==> config.mk <==
export PLATFORM = sky130hd
export DESIGN_NAME = pwr_seq_top
export DESIGN_NICKNAME = d
export VERILOG_FILES = /design/src/rtl/pwr_seq_pkg.sv /design/src/rtl/pwr_node_stepper.sv /design/src/rtl/pwr_wake_gate.sv /design/src/rtl/pwr_seq_top.sv
export SDC_FILE = /design/constraint.sdc
export NUM_CORES = 1
export LEC_CHECK = 0
export CELL_PAD_IN_SITES_DETAIL_PLACEMENT = 0
export CELL_PAD_IN_SITES_GLOBAL_PLACEMENT = 1
export CORE_ASPECT_RATIO = 2
export CORE_MARGIN = 1.5
export CORE_UTILIZATION = 40
export DETAILED_ROUTE_END_ITERATION = 16
export GPL_TIMING_DRIVEN = 0
export PLACE_DENSITY_LB_ADDON = 0.25
export SLEW_MARGIN = 30
export SYNTH_ARGS = -nofsm -noshare
export SYNTH_HDL_FRONTEND = slang
export SYNTH_SLANG_ARGS = --single-unit
export TNS_END_PERCENT = 50
==> constraint.sdc <==
create_clock -name clk -period 8.8 [get_ports clk]
set_clock_uncertainty 0.2 [all_clocks]
set_input_delay 1.76 -clock clk [delete_from_list [all_inputs] [get_ports clk]]
set_output_delay 1.76 -clock clk [all_outputs]
set_load 0.01 [all_outputs]
==> src/rtl/pwr_seq_pkg.sv <==
package pwr_seq_pkg;

    localparam int PS_W = 4;

    typedef enum logic [2:0] {
        PS_D0 = 3'd0,
        PS_D1 = 3'd1,
        PS_D2 = 3'd2,
        PS_D3 = 3'd3,
        PS_D4 = 3'd4
    } pstate_t;

    typedef enum logic [1:0] {
        OP_GET   = 2'd0,
        OP_SETPS = 2'd1,
        OP_RESET = 2'd2,
        OP_WRITE = 2'd3
    } cmd_op_t;

    // Undefined codes fall to the deepest legal state of the node kind
    function automatic pstate_t ps_clamp(input logic [3:0] code, input pstate_t deepest);
        if (code > {1'b0, deepest}) return deepest;
        return pstate_t'(code[2:0]);
    endfunction

    function automatic pstate_t ps_deeper_of(input pstate_t a, input pstate_t b);
        return (a > b) ? a : b;
    endfunction

    // Widgets stop at D3; group D4 maps to widget D3
    function automatic pstate_t ps_widget_cap(input pstate_t g);
        return (g == PS_D4) ? PS_D3 : g;
    endfunction

endpackage

==> src/rtl/pwr_node_stepper.sv <==
module pwr_node_stepper
    import pwr_seq_pkg::*;
#(
    parameter pstate_t RST_STATE = PS_D3
) (
    input  logic    clk,
    input  logic    rst_n,
    input  logic    step,
    input  pstate_t tgt,
    input  pstate_t cap,
    output pstate_t act,
    output pstate_t nxt
);

    typedef enum logic [1:0] {
        MV_HOLD      = 2'd0,
        MV_DEEPER    = 2'd1,
        MV_SHALLOWER = 2'd2
    } move_t;

    pstate_t goal;
    pstate_t stepped;
    move_t   mv;

    always_comb begin
        goal = ps_deeper_of(tgt, cap);
        if (act < goal)      mv = MV_DEEPER;
        else if (act > goal) mv = MV_SHALLOWER;
        else                 mv = MV_HOLD;
        unique case (mv)
            MV_DEEPER:    stepped = pstate_t'(act + 3'd1);
            MV_SHALLOWER: stepped = pstate_t'(act - 3'd1);
            default:      stepped = act;
        endcase
        nxt = step ? stepped : act;
    end

    always_ff @(posedge clk) begin
        if (!rst_n) act <= RST_STATE;
        else        act <= nxt;
    end

    // no movement without a frame pulse
    a_r2_hold_between_frames: assert property (@(posedge clk) disable iff (!rst_n)
        !$past(step) |-> $stable(act));

    // each move is a single adjacent level
    a_r2_adjacent_step: assert property (@(posedge clk) disable iff (!rst_n)
        (act != $past(act)) |-> (((act - $past(act)) == 3'd1) || (($past(act) - act) == 3'd1)));

    a_r2_legal_code: assert property (@(posedge clk) disable iff (!rst_n)
        act <= PS_D4);

endmodule

==> src/rtl/pwr_wake_gate.sv <==
module pwr_wake_gate
    import pwr_seq_pkg::*;
(
    input  logic    clk,
    input  logic    rst_n,
    input  logic    link_rst,
    input  logic    jack_evt,
    input  pstate_t grp_act,
    output logic    wake_req
);

    typedef enum logic {
        WK_IDLE = 1'b0,
        WK_REQ  = 1'b1
    } wake_st_t;

    wake_st_t st, st_nxt;
    logic     may_wake;

    always_ff @(posedge clk) begin
        if (!rst_n) st <= WK_IDLE;
        else        st <= st_nxt;
    end

    always_comb begin
        may_wake = link_rst && (grp_act == PS_D3);
        unique case (st)
            WK_IDLE: st_nxt = (may_wake && jack_evt) ? WK_REQ : WK_IDLE;
            WK_REQ:  st_nxt = may_wake ? WK_REQ : WK_IDLE;
            default: st_nxt = WK_IDLE;
        endcase
    end

    assign wake_req = (st == WK_REQ);

    // a wake is only ever raised from D3 with the link in reset
    a_r8_wake_gated: assert property (@(posedge clk) disable iff (!rst_n)
        wake_req |-> ($past(link_rst) && ($past(grp_act) == PS_D3)));

    a_r8_wake_needs_event: assert property (@(posedge clk) disable iff (!rst_n)
        $rose(wake_req) |-> $past(jack_evt));

endmodule

==> src/rtl/pwr_seq_top.sv <==
module pwr_seq_top
    import pwr_seq_pkg::*;
#(
    parameter int NUM_WID = 4,
    localparam int NODE_W = $clog2(NUM_WID + 1)
) (
    input  logic                    clk,
    input  logic                    rst_n,
    input  logic                    frame_sync,
    input  logic                    cmd_valid,
    input  logic [1:0]              cmd_op,
    input  logic [NODE_W-1:0]       cmd_node,
    input  logic [3:0]              cmd_data,
    output logic                    rsp_valid,
    output logic [3:0]              rsp_tgt,
    output logic [3:0]              rsp_act,
    output logic                    wr_grant,
    input  logic                    link_rst,
    input  logic                    jack_evt,
    output logic                    wake_req,
    output logic [3:0]              grp_state,
    output logic [NUM_WID*PS_W-1:0] wid_state,
    output logic                    busy,
    output logic                    path_en,
    output logic                    ref_en,
    output logic                    link_en,
    output logic                    jack_en
);

    cmd_op_t op;
    pstate_t grp_tgt, grp_act, grp_nxt, wid_cap, cur_cap;
    pstate_t wid_tgt [NUM_WID];
    pstate_t wid_act [NUM_WID];
    pstate_t wid_nxt [NUM_WID];
    logic    [NUM_WID-1:0] wid_hit;
    logic    grp_hit, node_ok, in_d4;
    pstate_t sel_tgt, sel_act, rsp_tgt_q, rsp_act_q;

    assign op      = cmd_op_t'(cmd_op);
    assign grp_hit = (cmd_node == '0);
    assign in_d4   = (grp_act == PS_D4);
    assign wid_cap = ps_widget_cap(grp_nxt);
    assign cur_cap = ps_widget_cap(grp_act);

    // Node decode and read mux
    always_comb begin
        sel_tgt = grp_tgt;
        sel_act = grp_act;
        for (int i = 0; i < NUM_WID; i++) begin
            wid_hit[i] = (cmd_node == NODE_W'(i + 1));
            if (wid_hit[i]) begin
                sel_tgt = wid_tgt[i];
                sel_act = wid_act[i];
            end
        end
        node_ok = grp_hit || (|wid_hit);
    end

    // Target registers
    always_ff @(posedge clk) begin
        if (!rst_n) begin
            grp_tgt <= PS_D2;
            for (int i = 0; i < NUM_WID; i++) wid_tgt[i] <= PS_D3;
        end else if (cmd_valid) begin
            unique case (op)
                OP_SETPS: begin
                    if (grp_hit) grp_tgt <= ps_clamp(cmd_data, PS_D4);
                    for (int i = 0; i < NUM_WID; i++)
                        if (wid_hit[i] && !in_d4) wid_tgt[i] <= ps_clamp(cmd_data, PS_D3);
                end
                OP_RESET: begin
                    grp_tgt <= PS_D2;
                    for (int i = 0; i < NUM_WID; i++) wid_tgt[i] <= PS_D3;
                end
                default: ;
            endcase
        end
    end

    // Response and write grant
    always_ff @(posedge clk) begin
        if (!rst_n) begin
            rsp_valid <= 1'b0;
            rsp_tgt_q <= PS_D0;
            rsp_act_q <= PS_D0;
            wr_grant  <= 1'b0;
        end else begin
            rsp_valid <= cmd_valid && (op == OP_GET) && node_ok;
            rsp_tgt_q <= sel_tgt;
            rsp_act_q <= sel_act;
            wr_grant  <= cmd_valid && (op == OP_WRITE) && !in_d4;
        end
    end

    assign rsp_tgt = {1'b0, rsp_tgt_q};
    assign rsp_act = {1'b0, rsp_act_q};

    pwr_node_stepper #(.RST_STATE(PS_D2)) u_grp (
        .clk   (clk),
        .rst_n (rst_n),
        .step  (frame_sync),
        .tgt   (grp_tgt),
        .cap   (PS_D0),
        .act   (grp_act),
        .nxt   (grp_nxt)
    );

    for (genvar i = 0; i < NUM_WID; i++) begin : g_wid
        pwr_node_stepper #(.RST_STATE(PS_D3)) u_step (
            .clk   (clk),
            .rst_n (rst_n),
            .step  (frame_sync),
            .tgt   (wid_tgt[i]),
            .cap   (wid_cap),
            .act   (wid_act[i]),
            .nxt   (wid_nxt[i])
        );
        assign wid_state[i*PS_W +: PS_W] = {1'b0, wid_act[i]};

        // widget never more powered than the group allows
        a_r3_widget_capped: assert property (@(posedge clk) disable iff (!rst_n)
            wid_act[i] >= ps_widget_cap(grp_act));

        // widgets have no D4
        a_r11_widget_range: assert property (@(posedge clk) disable iff (!rst_n)
            wid_act[i] != PS_D4);

        // widget targets frozen while the group is in D4, except by group reset
        a_r6_d4_freeze: assert property (@(posedge clk) disable iff (!rst_n)
            (in_d4 && !(cmd_valid && op == OP_RESET)) |=> $stable(wid_tgt[i]));
    end

    pwr_wake_gate u_wake (
        .clk      (clk),
        .rst_n    (rst_n),
        .link_rst (link_rst),
        .jack_evt (jack_evt),
        .grp_act  (grp_act),
        .wake_req (wake_req)
    );

    always_comb begin
        busy = (grp_act != grp_tgt);
        for (int i = 0; i < NUM_WID; i++)
            if (wid_act[i] != ps_deeper_of(wid_tgt[i], cur_cap)) busy = 1'b1;
    end

    assign grp_state = {1'b0, grp_act};
    assign path_en   = (grp_act == PS_D0);
    assign ref_en    = (grp_act <= PS_D1);
    assign link_en   = (grp_act <= PS_D2);
    assign jack_en   = (grp_act <= PS_D3);

    // responses only follow a get command
    a_r5_rsp_after_get: assert property (@(posedge clk) disable iff (!rst_n)
        rsp_valid |-> ($past(cmd_valid) && ($past(cmd_op) == OP_GET)));

    // no generic write granted while in D4
    a_r6_no_grant_in_d4: assert property (@(posedge clk) disable iff (!rst_n)
        ($past(grp_act) == PS_D4) |-> !wr_grant);

    // enable ladder is nested
    a_r9_enable_nesting: assert property (@(posedge clk) disable iff (!rst_n)
        (path_en |-> ref_en) and (ref_en |-> link_en) and (link_en |-> jack_en));

endmodule

# Word-level counts from Yosys, hierarchy flattened
# Memory sizes are Yosys's and may differ from the RTL's.
# Cells that the tools add are included.
[totals]
n_memories = 1
reg_bits = 27
ram_bits = 12
word_cells = 229
[mem_list]
columns = ["name", "words", "word_bits", "rd", "rd_ports_with_merged_regs", "wr", "line_no", "text"]
rows = [
  ["wid_tgt", 4, 3, 4, 0, 4, "pwr_seq_top.sv:32", "pstate_t wid_tgt [NUM_WID];"],
]
[op_classes]
eq_ne = 26
mux = 122
add_sub_neg = 10
order_cmp = 24
n_reduce_logical = 26
n_bitwise = 9
[ops]
columns = ["cell", "n"]
rows = [
  ["two-way mux 3 bit", 52],
  ["two-way mux 1 bit", 53],
  ["> comparator 3 bit", 13],
  ["case mux 3 bit (2 select lines)", 6],
  ["two-way mux 2 bit", 10],
  ["adder 3 x 1 -> 3 bit, second input constant", 5],
  ["< comparator 3 bit", 5],
  ["!= test 3 bit", 5],
  ["subtractor 3 x 1 -> 3 bit, second input constant", 5],
  ["equality test 2 bit, second input constant", 7],
  ["equality test 2 x 1 -> 1 bit, second input constant", 6],
  ["logical AND 1 bit", 10],
  ["nonzero test 2 bit", 5],
  ["equality test 3 x 2 -> 1 bit, second input constant", 3],
  ["equality test 3 bit, second input constant", 3],
  ["OR 1 bit", 8],
  ["AND reduction 2 bit", 4],
  ["less-or-equal comparator 3 x 2 -> 1 bit, second input constant", 2],
  ["logical NOT 3 bit", 2],
  ["> comparator 4 x 2 -> 1 bit, second input constant", 1],
  ["> comparator 4 x 3 -> 1 bit, second input constant", 1],
  ["OR reduction 4 bit", 1],
  ["equality test 3 x 1 -> 1 bit, second input constant", 1],
  ["> comparator 3 x 1 -> 1 bit, second input constant", 1],
  ["8 further kinds", 8],
]

# Logic depth before layout (Yosys ltp)
# Gate-level depths: netlist of run 1.
[logic_depth]
depth_word = 18
ltp_mapped = 26
mapped_depth_nobuf = 24

# Hierarchy
# From an unflattened synthesis of run 1, not the netlist that was laid out.
[unflattened]
hier_cells = 511
area_unflattened_um2 = 4075.2
[modules_own_cells]
columns = ["module", "seq_area_each_um2", "cells_per_inst", "n_inst", "area_per_inst_um2"]
rows = [
  ["pwr_seq_top", 520.5, 283, 1, 2155.8],
  ["pwr_node_stepper (g_wid[0].u_step ...)", 60.1, 45, 3, 380.4],
  ["pwr_node_stepper (g_wid[3].u_step)", 60.1, 45, 1, 371.6],
  ["pwr_node_stepper (u_grp)", 60.1, 44, 1, 366.6],
  ["pwr_wake_gate", 20.0, 4, 1, 40.0],
]

# Worst setup path after synthesis of run 1
# OpenSTA, ideal clock, no wires.
[synth_timing]
kind = "input -> register"
startpoint = "in frame_sync"
endpoint = "reg g_wid[3].u_step.act[2]"
path_buffers = 0
path_slack_ps = 3474
arrival_time_ps = 5055
path_stages = 18
path_cell_list = "inv_1 a41oi_2 nor3_2 a311oi_4 inv_1 ha_1 a21oi_1 a31oi_1 mux2_2 ha_1 nor2b_1 o21ai_1 nand2b_1 nand2_1 fa_1 xor2_1 or3_1 a21oi_1"
[synth_between]
elab_chain_len = 11
word_cells_on_any_way = 14
[synth_rtl]
columns = ["item", "line_no", "text"]
rows = [
  ["from (decl)", "pwr_seq_top.sv:9", "input logic frame_sync,"],
  ["two-way mux 3 bit", "pwr_node_stepper.sv:35", "nxt = step ? stepped : act;"],
  ["equality test 3 bit", "pwr_seq_pkg.sv:32", "return (g == PS_D4) ? PS_D3 : g;"],
  ["two-way mux 3 bit", "pwr_seq_pkg.sv:32", ""],
  ["> comparator 3 bit", "pwr_seq_pkg.sv:27", "return (a > b) ? a : b;"],
  ["two-way mux 3 bit", "pwr_seq_pkg.sv:27", ""],
  ["> comparator 3 bit", "pwr_node_stepper.sv:28", "else if (act > goal) mv = MV_SHALLOWER;"],
  ["two-way mux 2 bit", "pwr_node_stepper.sv:28", ""],
  ["two-way mux 2 bit", "pwr_node_stepper.sv:27", "if (act < goal) mv = MV_DEEPER;"],
  ["equality test 2 x 1 -> 1 bit or equality test 2 bit (tied branches)", "pwr_node_stepper.sv:30", "unique case (mv)"],
  ["nonzero test 2 bit (no source line)", "n/a", ""],
  ["AND reduction 2 bit (no source line)", "n/a", ""],
  ["to (signal assigned)", "pwr_node_stepper.sv:40", "else act <= nxt;"],
  ["to (decl)", "pwr_node_stepper.sv:11", "output pstate_t act,"],
]
# Parallel ways exist; a longest one is shown, timed or not.
# A chain may end at the register's enable or synchronous reset.

# Worst setup path after layout of run 1
# Same ends and word-level chain as after synthesis.

==> results of run 1 <==
==> per-stage QoR <==
step	total power [uW]	setup WS (ps)	cells
final	1750	2300	559
after global routing	1900	2010	559
after CTS	1760	2370	559
after detailed placement	1500	2060	551
after global placement	1460	2150	551
after floorplan	1180	3470	411
==> state kept, by name (all words and copies together), names as in the netlist <==
name and cells:
g_wid.u_step.act 12, grp_tgt 3, rsp_act_q 3, rsp_tgt_q 3, rsp_valid 1, u_grp.act 3
u_wake.wake_req 1, wid_tgt 12, wr_grant 1
==> kinds of logic (layout without fill, tap and decap cells) <==
| family | count (synthesis) | count (layout) |
|---|---|---|
| multiplexers | 28 | 28 |
| AO/OA/AOI/OAI | 89 | 89 |
| flip-flops | 39 | 39 |
| XOR/XNOR | 23 | 23 |
| buffers and inverters | 51 | 101 |
| adder cells (fa/ha/maj) | 49 | 49 |
| AND/OR/NAND/NOR | 123 | 123 |
| other | 1 | 9 |
==> where the power goes <==
group	internal, uW	switching, uW
clock network	163	82.7
logic	575	671
registers	214	47.6
total	952	802
==> layout by cell type (no fill, tap or decap), types with 3 or more instances in the layout <==
cell	Yosys	final
nor2b_1	8	8
ha_1	45	45
nand2_1	38	38
mux2_2	7	7
dfxtp_1	33	33
o211ai_1	9	9
clkbuf_1	10	10
fa_1	4	4
o21a_1	3	3
or3_1	6	6
nor2_1	32	32
a211oi_1	3	3
conb_1	1	9
a22oi_1	6	6
buf_4	7	7
nand3b_1	7	7
nand2b_1	8	8
xnor2_1	17	17
inv_1	30	30
o22ai_1	3	3
nor3_1	5	5
a31oi_1	4	4
a21o_1	4	4
mux2i_1	21	21
o21ai_1	6	6
edfxtp_1	6	6
a221oi_1	6	6
a311oi_2	3	3
xor2_1	6	6
a21oi_1	16	16
o21ai_0	11	11
a41o_1	3	3
clkbuf_16	0	5
clkdlybuf4s50_1	0	42
nor4_1	3	3
nand3_1	7	7
==> area by class of cell <==
class | instances | area share (%)
buffer | 20 | 2.63
inverter | 31 | 2.75
tap | 98 | 2.90
clock inverter | 3 | 1.60
timing repair buffer | 42 | 9.94
multi-input combinational | 321 | 57.3
sequential | 39 | 19.9
clock buffer | 5 | 2.96
==> metal layers <==
| layer | track usage [%] | share of wire (%) | up-vias |
|---|---|---|---|
| li1 | - | - | 1547 |
| met1 | 25.9 | 38 | 1512 |
| met4 | 11.1 | 3.7 | 0 |
| met5 | 0 | 0 | - |
| met3 | 3.08 | 2.3 | 21 |
| met2 | 43.2 | 56 | 64 |
==> worst max-delay path by stage <==
stage / to / slack [ps] / depth (start not counted)
3_3_place_gp: g_wid[3].u_step.act[2] / 2150 / 19
3_5_place_dp: g_wid[3].u_step.act[2] / 2060 / 19
2_1_floorplan: g_wid[3].u_step.act[2] / 3470 / 18
5_1_grt: g_wid[1].u_step.act[2] / 2010 / 20
6_report: g_wid[3].u_step.act[2] / 2300 / 19
4_1_cts: g_wid[3].u_step.act[2] / 2370 / 19
==> impl_results.md, run 1 <==
* Run status: completed
* # IOs at 51
* Synth cell types at 56
* Final TNS setup at 0 ps
* Critical path arrival at 6530 ps
* Max-cap viol count at 0
* GRT overflow at 0
* Final Setup Violations at 0
* Multi-input logic area at 2430 sq um
* PD cells at 415 nW/um^2
* Hold path depth at 1
* Simple-gate portion of the synthesized area at 17.2%
* Xor/xnor share of the synthesized area at 5.81%
* Synthesized cell area at 3460 sq um
* Number of global-route vias before repair at ~3100
* Clock Tree Root: clkbuf_16
* Area share of fa/ha/maj cells after synthesis at 18.6%
* Yosys warnings at 0
* Remaining DRCs at 0
* Row cnt at 47
* Total core area at 8350 sq um
* Initial Util at between 40% and 50%
* Static Leak at 0.00184 uW
* Largest net degree at the start of global routing at 14
* Area leader, netlist: dfxtp_1
* Slew headroom at 57.3%
* Period Utilization, post-route at roughly 74%
* Post-detail-place hpwl at 8050 microns
* Initial antenna violation count at 0
* DR pass1 iterations at 4
* Post-synth EDFFs at 6
* Register Area at 841 sq um
* Reg2Reg Depth at 23
* Seq cells post-synth at 39
* Setup Buffers After CTS at 0
* Worst setup EP type: flip-flop
* Final core occ at 50.7%
* CP max stage cell: clkdlybuf4s50_1
* Critical Path, Cell by Cell: clkdlybuf4s50_1, inv_1, a41oi_2, nor3_2, a311oi_4, inv_1, ha_1, a21oi_1, a31oi_1, mux2_2, ha_1, nor2b_1, o21ai_1, nand2b_1, nand2_1, fa_1, xor2_1, or3_1, a21oi_1
* Worst Setup Start Kind: input pin
* Main synth FF type: dfxtp_1
* Largest family of logic cells by synthesized area: compound AO/OA/AOI/OAI gates
* Clock Pin Slew Worst Setup and Hold Paths at 60 ps
* N_diodes at 0
* Hold-fix buffers, CTS at 0
* Max FO, Critical Path at 7
* Critical hold path startpoint: u_wake.wake_req
* Wire per inst at about 18 microns
* Max incr delay on CP at 600 ps
* CP Buf/Inv Count at 3
* FFs w/ async S/R, synth at 0%
* Reg-to-Reg End: g_wid[3].u_step.act[2]
* Die width at roughly 69 microns
* Design area at 4230 sq um
* Minimum clock period at 6500 ps
* Vias/cell at ~5.6
* Antenna viol nets, final at 0
* Htree depth at 2
* Worst Tran Pin Value at 641 ps
* PortBufs at between 40 and 50
* Synth-to-Final Area Change at 22.1%
* Clk sinks at 39
* Worst skew pair latency at 300 ps
* HP Class: flip-flop to flip-flop
* Hold EP: u_wake.wake_req
* Total GRT Usage at a little under a quarter
* Top-area cell type share of the netlist area at 19.1%
* Routed WL at 10200 microns
* CP top delay family: compound AO/OA/AOI/OAI gates
* Iter 0 DRT Violations at 156
* First-pass GRT wire length at 16200 microns
* Mux cell area share after synthesis at 8.34%
* Die Y at 135 microns
* Post-Syn Instances at 403
* GPL Wtd Cong at around 0.91
* Reg2reg start: grp_tgt[1]
* Required @ worst endpoint at 8830 ps
* Unrepaired setup endpoints after global routing: no
* Crit path kind: input pin to flip-flop
* Vias after detailed routing at between 3000 and 4000
* Final-layout fill cell count at roughly 850
* Share of layout cells above drive strength 1 at 7.81%
* Max Slew Vio Count at 0
* CTS tree: yes
* Die area at 9260 sq um
* R2R setup slack at 3240 ps
* Cell Area, Placed at 4040 sq um
* CTS Buffer Depth at 2
* Number of nets in the layout at 524
* Top cells by count, synth: ha_1, nand2_1, dfxtp_1, nor2_1, inv_1
* Top-count cell post-synth: ha_1
* Synth top area cells: dfxtp_1, ha_1, mux2i_1, edfxtp_1, xnor2_1
* Max Freq at 0.154 GHz
* Num CTS Buffers at 5
* Final Hold Viols at 0
* CTS resizes at 0
* Compound-Gate Fraction of Synth Area at 19.1%
* Syn_area_per_cell at 8.60 sq um
* VDD IR-drop max at 172 uV
* Critical Path Start: frame_sync
* Post-synthesis sequential area ratio at 24.3%
* Hold Slack at 318 ps
Note: power is estimated with default switching activity, not from simulation.
==> run 2, diff against run 1 <==
==> constraint.sdc (replaced) <==
create_clock -name clk -period 6.65 [get_ports clk]
set_clock_uncertainty 0.2 [all_clocks]
set_input_delay 1.33 -clock clk [delete_from_list [all_inputs] [get_ports clk]]
set_output_delay 1.33 -clock clk [all_outputs]
set_load 0.01 [all_outputs]
==> results of run 2 <==
Same layout as run 1 (identical final DEF). Status: completed.
Among the figures that moved: setup slack after placement 2060 ps -> 339 ps; setup slack after layout 2300 ps -> 583 ps; register-to-register setup slack 3240 ps -> 1090 ps; total power 1750 uW -> 2320 uW; worst IR drop on VDD 172 uV -> 227 uV
==> run 3, diff against run 2 <==
--- a/config.mk
+++ b/config.mk
@@ -5,11 +5,12 @@
 export SDC_FILE = /design/constraint.sdc
 export NUM_CORES = 1
 export LEC_CHECK = 0
+export ABC_AREA = 1
 export CELL_PAD_IN_SITES_DETAIL_PLACEMENT = 0
 export CELL_PAD_IN_SITES_GLOBAL_PLACEMENT = 1
 export CORE_ASPECT_RATIO = 2
 export CORE_MARGIN = 1.5
-export CORE_UTILIZATION = 40
+export CORE_UTILIZATION = 39
 export DETAILED_ROUTE_END_ITERATION = 16
 export GPL_TIMING_DRIVEN = 0
 export PLACE_DENSITY_LB_ADDON = 0.25
==> run 3 against run 2 <==
Clock power decreased by 24%. Non-clock buffer count decreased by 6. Register-to-register slack improved by 620 ps. Die area up 4.9%. Synthesized area rose by 2.5%. Utilization is 2.6 points lower. Flip-flop and latch count stayed put. Critical path type is now flip-flop to output port. Cell count up 25%. Cell area up 0.95%. Sequential share of layout area decreased by 0.19 points. Sequential power increased by 6.9%. Critical endpoint is now busy. Count of clock-buffer cells in the layout grew 1.
==> impl_results.md, run 3 <==
* Main synth FF type: dfxtp_1
* Max-cap viol count at 0
* Htree depth at 2
* Critical path's most frequent cell: nand2_1
* Cell Area, Placed at 4130 sq um
* Post-Syn Instances at 540
* Number of global-route vias before repair at 3546
* Row cnt at 49
* Top-count cell post-synth: nand2_1
* CP max stage cell: nor2_1
* Minimum clock period at 5540 ps
* GPL Wtd Cong at 0.871
* CTS Buffer Depth at 2
* VDD IR-drop max at 322 uV
* Area leader, netlist: dfxtp_1
* PortBufs at 42
* Critical hold path startpoint: grp_tgt[2]
* Final TNS setup at 0 ps
* Top Registers: g_wid.u_step.act: 12 flops, wid_tgt: 12 flops
* Die Y at between 100 and 150 microns
* HP Class: flip-flop to flip-flop
* Top cells by count, synth: nand2_1, nand3_1, inv_1, ha_1
* Synth top area cells: dfxtp_1, nand2_1, ha_1, nand3_1, inv_1
* GRT overflow at 0
* Total GRT Usage at 22.9%
* Wire per inst at 15.5 microns
* Synth cell types at 30
* Synth-to-Final Area Change at 20.3%
* Clk sinks at 39
* Iter 0 DRT Violations at ~140
* First-pass GRT wire length at 17200 microns
* Worst skew pair latency at 290 ps
* Crit path kind: flip-flop to output port
* Most frequent cells in the layout: nand2_1, nand3_1, inv_1
* Critical path arrival at 4010 ps
* Worst setup EP type: output port
* Setup Buffers After CTS at 0
* Max incr delay on CP at 610 ps
* Max FO, Critical Path at 9
* Required @ worst endpoint at 5120 ps
* Share of layout cells above drive strength 1 at 6.19%
* Largest net degree at the start of global routing at 13
* Period Utilization, post-route at 83.3%
* Synthesized cell area at 3550 sq um
* Final core occ at 48.0%
* Unrepaired setup endpoints after global routing: no
* Clock Pin Slew Worst Setup and Hold Paths at 60 ps
* Critical Path Start: u_grp.act[1]
* Post-detail-place hpwl at ~8600 microns
* Reg2reg start: u_grp.act[0]
* Clock Tree Root: clkbuf_16
* Design area at around 4300 sq um
* Die width at roughly 70 microns
* Antenna viol nets, final at 0
* FFs w/ async S/R, synth at 0%
* N_diodes at 0
* Static Leak at 0.00216 uW
* Worst Setup Start Kind: flip-flop
* Top-area cell type share of the netlist area at 18.6%
* DR pass1 iterations at 4
* Hold-fix buffers, CTS at 0
* Yosys warnings at 0
* Total core area at 8890 sq um
* Critical Path, Cell by Cell: inv_1, ha_1, nand2_2, inv_2, nor2_1, ha_1, nand3_1, nand2_1, nand2_1, nand2_1, nand3_1, nand2_1, nor2_1, nand2_1, nor2_1, nand2_1, clkdlybuf4s50_1
* Post-synth EDFFs at 6
* Final Setup Violations at 0
* Initial antenna violation count at 0
* Remaining DRCs at 0
* Max Slew Vio Count at 0
* Num CTS Buffers at 5
* Seq cells post-synth at 39
* PD cells at 555 nW/um^2
* Hold Slack at approximately 320 ps
* Number of nets in the layout at 661
* Post-synthesis sequential area ratio at roughly a quarter
* CTS resizes at 0
* Max Freq at 0.180 GHz
* Vias/cell at 5.26
* Worst Tran Pin Value at 809 ps
* Routed WL at 10900 microns
* CTS tree: yes
* Slew headroom at 45.9%
* Vias after detailed routing at 3680
* Final Hold Viols at 0
* # IOs at 51
* Commonest non-fill, non-tap cell in the layout: nand2_1
* Die area at 9720 sq um
* Run status: completed
* Syn_area_per_cell at 6.58 sq um
* Initial Util at 39.9%
[run 3: cell types whose count changed in the layout (fill, tap and decap cells not counted), sizes merged, moves of 7 or more]
| cell | change |
|---|---|
| nor2b | -8 |
| inv | +34 |
| nand2 | +133 |
| xnor2 | -17 |
| mux2 | -7 |
| a21oi | +10 |
| o21ai | +15 |
| nand3 | +59 |
| nand2b | -8 |
| mux2i | -21 |
[run 3: worst max-delay path: cells and delay by family, from the launching register on]
family                   cells  cell delay (ps)
buffers and inverters        3              700
flip-flops                   1              560
adder cells (fa/ha/maj)      2              650
AND/OR/NAND/NOR             12             1800
[run 3: path summary, 6_finish.rpt]
path	cells past startpoint	slack, ps	endpoint
worst max-delay path	17	1110	busy
worst min-delay path	2	320	grp_tgt[2]
worst max register to register	23	1710	g_wid[2].u_step.act[2]
worst min register to register	2	320	grp_tgt[2]
[run 3: cells by family after synthesis]
group / count (synthesis) / share of synthesized area (%)
other: 1 / 0.106
DFF: 39 / 23.7
AOI/OAI and AO/OA: 83 / 13.7
buffers and inverters: 80 / 9.34
adders and majority gates: 49 / 18.1
and+or+nand+nor: 282 / 33.6
xor gates and xnor gates: 6 / 1.48
[run 3: final cells by class]
cell class	instances	area, sq um
repair buffers	42	420
inverters	66	248
clock buffers	6	129
plain buffers	14	83.8
flip-flops and latches	39	841
well taps	102	128
multi-input cells	429	2410
clock inverters	2	12.5
fillers	933	4620
[run 3: report_power, final]
part | switching (uW) | internal, uW
registers | 81.8 | 289
logic | 1080 | 676
clock network | 108 | 139
total | 1270 | 1100
[run 3: per-stage QoR]
stage          worst slack [ps]  instances  total power (uW)
2_1_floorplan              2020        548              1650
3_3_place_gp               1380        692              2070
3_5_place_dp               1280        692              2130
4_1_cts                    1100        700              2390
5_1_grt                     883        700              2670
6_report                   1110        700              2370
[run 3: layer usage]
layer	up-vias	share of wire, %	track usage, %
met5	-	0	0
met3	25	2.6	2.03
met1	1689	39	23.2
li1	1892	-	-
met4	0	4.2	13.2
met2	74	54	44.4
